<file path="src/rtl/ttw_pkg.sv">
package ttw_pkg;
    localparam int ADDR_W    = 32;
    localparam int TTB_KEEP  = 18;
    localparam int L1_IDX_W  = 12;
    localparam int L2_IDX_W  = 8;
    localparam int L2_BASE_W = 22;
    localparam int WORD_OFS  = 2;

    typedef enum logic [1:0] {
        SZ_4K  = 2'd0,
        SZ_64K = 2'd1,
        SZ_1M  = 2'd2,
        SZ_16M = 2'd3
    } pg_size_e;

    typedef enum logic [1:0] {
        L1K_FAULT = 2'd0,
        L1K_TABLE = 2'd1,
        L1K_BLOCK = 2'd2
    } l1_kind_e;

    typedef enum logic [1:0] {
        ST_IDLE   = 2'd0,
        ST_FETCH1 = 2'd1,
        ST_FETCH2 = 2'd2,
        ST_FINISH = 2'd3
    } walk_st_e;

    typedef struct packed {
        logic              fault;
        logic              fault_l2;
        pg_size_e          size;
        logic              xn;
        logic [ADDR_W-1:0] pa;
    } walk_res_t;

    function automatic logic [ADDR_W-1:0] l1_fetch_addr(
        input logic [TTB_KEEP-1:0] base,
        input logic [ADDR_W-1:0]   va
    );
        return {base, va[ADDR_W-1 -: L1_IDX_W], {WORD_OFS{1'b0}}};
    endfunction

    function automatic logic [ADDR_W-1:0] l2_fetch_addr(
        input logic [L2_BASE_W-1:0] base,
        input logic [ADDR_W-1:0]    va
    );
        return {base, va[ADDR_W-L1_IDX_W-1 -: L2_IDX_W], {WORD_OFS{1'b0}}};
    endfunction
endpackage

</file>
<file path="src/rtl/ttw_l1_decode.sv">
module ttw_l1_decode
    import ttw_pkg::*;
(
    input  logic [ADDR_W-1:0] desc,
    input  logic [ADDR_W-1:0] va,
    output l1_kind_e          kind,
    output walk_res_t         res
);
    logic unused_bits;
    assign unused_bits = ^{desc[19], desc[17:2], va[31:24]};

    always_comb begin
        res  = '0;
        kind = L1K_FAULT;
        unique case (desc[1:0])
            2'b01: kind = L1K_TABLE;
            2'b10: begin
                kind = L1K_BLOCK;
                if (desc[18]) begin
                    res.size = SZ_16M;
                    res.pa   = {desc[31:24], va[23:0]};
                end else begin
                    res.size = SZ_1M;
                    res.pa   = {desc[31:20], va[19:0]};
                end
            end
            default: res.fault = 1'b1;
        endcase
    end
endmodule

</file>
<file path="src/rtl/ttw_l2_decode.sv">
module ttw_l2_decode
    import ttw_pkg::*;
(
    input  logic [ADDR_W-1:0] desc,
    input  logic [ADDR_W-1:0] va,
    output walk_res_t         res
);
    logic unused_bits;
    assign unused_bits = ^{desc[11:2], va[31:16]};

    always_comb begin
        res = '0;
        if (desc[1]) begin
            res.size = SZ_4K;
            res.pa   = {desc[31:12], va[11:0]};
            res.xn   = desc[0];
        end else if (desc[0]) begin
            res.size = SZ_64K;
            res.pa   = {desc[31:16], va[15:0]};
        end else begin
            res.fault    = 1'b1;
            res.fault_l2 = 1'b1;
        end
    end
endmodule

</file>
<file path="src/rtl/ttw_walker.sv">
module ttw_walker
    import ttw_pkg::*;
(
    input  logic              clk,
    input  logic              rst,
    input  logic              req_valid,
    input  logic [ADDR_W-1:0] req_ttb,
    input  logic [ADDR_W-1:0] req_va,
    output logic              busy,
    output logic              mem_req,
    output logic [ADDR_W-1:0] mem_addr,
    input  logic              mem_rvalid,
    input  logic [ADDR_W-1:0] mem_rdata,
    output logic              done,
    output logic              fault,
    output logic              fault_l2,
    output logic              xn,
    output logic [1:0]        size,
    output logic [ADDR_W-1:0] pa
);
    walk_st_e              state;
    logic [TTB_KEEP-1:0]   ttb_q;
    logic [ADDR_W-1:0]     va_q;
    logic [L2_BASE_W-1:0]  base_q;
    walk_res_t             res_q;

    l1_kind_e              l1_kind;
    walk_res_t             l1_res;
    walk_res_t             l2_res;

    ttw_l1_decode u_l1 (
        .desc (mem_rdata),
        .va   (va_q),
        .kind (l1_kind),
        .res  (l1_res)
    );

    ttw_l2_decode u_l2 (
        .desc (mem_rdata),
        .va   (va_q),
        .res  (l2_res)
    );

    always_ff @(posedge clk) begin
        if (rst) begin
            state  <= ST_IDLE;
            ttb_q  <= '0;
            va_q   <= '0;
            base_q <= '0;
            res_q  <= '0;
        end else begin
            unique case (state)
                ST_IDLE: begin
                    if (req_valid) begin
                        ttb_q <= req_ttb[ADDR_W-1 -: TTB_KEEP];
                        va_q  <= req_va;
                        state <= ST_FETCH1;
                    end
                end
                ST_FETCH1: begin
                    if (mem_rvalid) begin
                        if (l1_kind == L1K_TABLE) begin
                            base_q <= mem_rdata[ADDR_W-1 -: L2_BASE_W];
                            state  <= ST_FETCH2;
                        end else begin
                            res_q <= l1_res;
                            state <= ST_FINISH;
                        end
                    end
                end
                ST_FETCH2: begin
                    if (mem_rvalid) begin
                        res_q <= l2_res;
                        state <= ST_FINISH;
                    end
                end
                default: state <= ST_IDLE;
            endcase
        end
    end

    assign busy     = (state != ST_IDLE);
    assign done     = (state == ST_FINISH);
    assign mem_req  = (state == ST_FETCH1) || (state == ST_FETCH2);
    assign mem_addr = (state == ST_FETCH2) ? l2_fetch_addr(base_q, va_q)
                                           : l1_fetch_addr(ttb_q, va_q);
    assign fault    = res_q.fault;
    assign fault_l2 = res_q.fault_l2;
    assign xn       = res_q.xn;
    assign size     = res_q.size;
    assign pa       = res_q.pa;
endmodule

</file>
<file path="config.mk">
export PLATFORM = sky130hd
export DESIGN_NAME = ttw_walker
export DESIGN_NICKNAME = d
export VERILOG_FILES = /design/src/rtl/ttw_pkg.sv /design/src/rtl/ttw_l1_decode.sv /design/src/rtl/ttw_l2_decode.sv /design/src/rtl/ttw_walker.sv
export SDC_FILE = /design/constraint.sdc
export NUM_CORES = 1
export LEC_CHECK = 0
export BUFFER_PORTS_ARGS = -buffer_cell sky130_fd_sc_hd__buf_4
export CAP_MARGIN = 25
export CORE_ASPECT_RATIO = 1.75
export CORE_MARGIN = 3
export CORE_UTILIZATION = 50
export DETAILED_ROUTE_END_ITERATION = 6
export PLACE_DENSITY = 0.84
export SYNTH_ARGS = -nofsm -noshare
export SYNTH_HDL_FRONTEND = slang
export SYNTH_SLANG_ARGS = --single-unit
</file>
<file path="constraint.sdc">
create_clock -name clk -period 2.4 [get_ports clk]
set_input_delay 0.12 -clock clk [delete_from_list [all_inputs] [get_ports clk]]
set_output_delay 0.12 -clock clk [all_outputs]
set_load 0.02 [all_outputs]
</file>
==> results.toml <==
[worst_hold_path]
hp-class = "input port to register"

[synthesis]
synth_top_area_share_pct = 44.33
synth_cell_types = 39
yosysMostFrequentCell = "nand2_1"
syn_inst = 575
yosys-top-cells-area = "dfxtp_1 44%, nand2_1 11%, a21oi_1 7.6%, mux2_2 6.7%, a2111oi_2 3.3%"
yosys_warnings = 0
synth.ff_latch_count = 111
ys_seq_area_share_pct = 44.33
async_reset_ff_share_pct = 0
dominantRegCellSynth = "dfxtp_1"
netlist_area_sq_um = 5012
synthTopCellsByCount = "149 x nand2_1, 111 x dfxtp_1, 76 x a21oi_1"
synth_edf_count = 0
avgSynthCellArea_sq_um = 8.717
synth_area_leader_cell = "dfxtp_1"

[critical_path]
cp_num_buf_inv = 3
startpoint_type = "register"
slowest_stage = "buf_4"
cp_data_arrival_time_ns = 2.03
crit_fanout = 37
endpoint_kind = "primary output"
path_cells = "inv_1 -> ha_2 -> buf_4 -> mux2_2 -> buf_4"
cpPeakStageDelay_ns = 0.41
worst-setup-path-type = "register to primary output"
required_ns = 2.28
path_delay_family = "buffers and inverters"
r2r_setup_slack_ns = 0.28
crit_top_cell = "buf_4"

[timing]
rsz0062_at_grt = "no"
fmax_mhz = 465.0
period_needed_ns = 2.151
worst_pin_slew_ns = 0.7122
slew_headroom_pct = 52.52
hold_slack_ns = 0.02049
worst_slack_ns = 0.2493
tns_ns = 0
fin_crit_sh_pct = 89.61
clock_skew_ns = 0.006598
finalSetupViolations = 0
slew_viol_final = 0
final_hold_viol_count = 0

[global_route]
grt-ovfl-total = 0
grt_pass1_vias = 4520
grtUsageMet1_pct = 27.90
grt_pass1_wl_microns = 21850
grt_util_met2_pct = 42.99
grt_max_degree = 47
grt_use_total_pct = 24.46
antenna_found_initial = 0
grt_most_used_layer = "met2"
met3_usage_pct = 3.190

[clock_network]
htree_num_levels = 3
clock_path_buffers = 2
ctsRootBufferMaster = "clkbuf_16"
tritoncts = "yes"
clock_latency_ns = 0.34
cts_made_buffers = 9
clk_pin_slew_ns = 0.07
cts.sinks = 111
post_cts_buffers = 0

[floorplan]
core-area_sq_um = 9644
start_util_pct = 51.97
ios = 172
die_area_sq_um = 11310
row_count = 47
die_h_microns = 138.5
die_w_microns = 81.69

[placement]
dp_hpwl_microns = 9962
numPlacedInstances = 809
dp_slack_ns = 0.1904
gp_congestion = 0.8646
placed_cell_area_sq_um = 6165
portBuffers = 147

[finish]
nNetsFinal = 807
drive_gt1_share_pct = 33.05
stdcell_area_sq_um = 6480
instances_no_fill = 824
syn2layout_area_growth_pct = 29.28
antenna_cells = 0

[pwr]
powerDensity_nw_per_um2 = 1029
power_leakage_nw = 2.614
vdd_drop_max_mv = 0.6309

[flow_run]
max-cap-violations = 0

[detailed_routing]
drc = 0
antenna_left = 0
first_iter_violations = 263
wirelength_microns = 13830
via_count = 4580
post_drt_wl_per_cell_microns = 16.78
vias_per_cell = 5.558
firstDrtPassIters = 4

[outcome]
status = "complete, no violations"
==> cell type report <==
type | count | area [sq um]
Inverter | 25 | 93.84
Timing Repair Buffer | 164 | 1244
Multi-Input combinational cell | 387 | 2454
Sequential cell | 111 | 2222
Clock inverter | 3 | 67.56
Tap cell | 122 | 152.6
Fill cell | 779 | 3164
Clock buffer | 12 | 246.5
==> cells in the final DEF (no fill, tap or decap), types with 5 or more instances in the layout <==
cell type / Yosys / layout
dfxtp_1: 111 / 111
inv_1: 25 / 25
clkbuf_16: 0 / 9
a311oi_1: 9 / 9
a21oi_1: 76 / 76
a2111oi_1: 6 / 6
a31o_1: 17 / 17
nand2_1: 149 / 148
a211oi_1: 14 / 14
o21ai_0: 10 / 10
nand2b_1: 7 / 7
nand3_1: 5 / 5
mux2_2: 30 / 30
buf_4: 2 / 163
a2111oi_2: 11 / 11
ha_1: 9 / 8
nand3b_1: 6 / 6
==> state kept, by name, indices dropped and copies added (netlist names) <==
register,flops
base_q,22
fault,1
fault_l2,1
pa,32
size,2
state,2
ttb_q,18
va_q,32
xn,1
==> power breakdown <==
part | switching (mW) | leakage (nW) | total (mW) | internal [mW]
clock network | 0.650 | 0.149 | 1.59 | 0.939
registers | 0.228 | 0.905 | 2.40 | 2.17
logic | 1.58 | 1.56 | 2.68 | 1.10
total | 2.46 | 2.61 | 6.66 | 4.21
==> metrics by stage <==
stage / power (mW) / utilization (%)
final: 6.665 / 67.19
after floorplan: 4.150 / -
after CTS: 6.678 / 67.18
after global routing: 6.988 / 67.19
after detailed placement: 5.109 / 63.92
after global placement: 5.032 / 63.92
==> worst register-to-register path: cells and delay by family (launching register included) <==
family / cells / cell delay [ns]
compound gates: 2 / 0.74
fa+ha+maj: 1 / 0.23
buf+inv: 2 / 0.36
flops: 1 / 0.40
simple gates: 1 / 0.35
==> layer usage <==
layer	share of wire [%]	vias to the layer above
met5	0	-
li1	-	2230
met1	38	2165
met3	4.1	43
met4	4.2	0
met2	54	142
==> worst paths after layout <==
kind / startpoint / endpoint / cells past startpoint
setup / recovery: state[0]$_SDFFE_PP0P_ / mem_addr[29] / 5
hold / removal: req_ttb[15] / ttb_q[1]$_SDFFE_PP0P_ / 3
setup reg to reg: state[0]$_SDFFE_PP0P_ / pa[30]$_SDFFE_PP0P_ / 6
hold reg to reg: va_q[26]$_SDFFE_PP0P_ / va_q[26]$_SDFFE_PP0P_ / 2
==> cells by family after synthesis <==
kind of cell / share of synthesized area (%)
AO/OA/AOI/OAI: 23.71
adder cells (fa/ha/maj): 2.247
buffers and inverters: 7.089
flip-flops: 44.33
multiplexers: 7.539
other: 0.07482
AND/OR/NAND/NOR: 15.00
==> timing repair <==
item / CTS / global route
hold buffers: 0 / 0
setup endpoints to repair: 0 / 2
gates resized for setup: 0 / 1
hold endpoints to repair: 0 / 0
(Power assumes the default switching activity.)
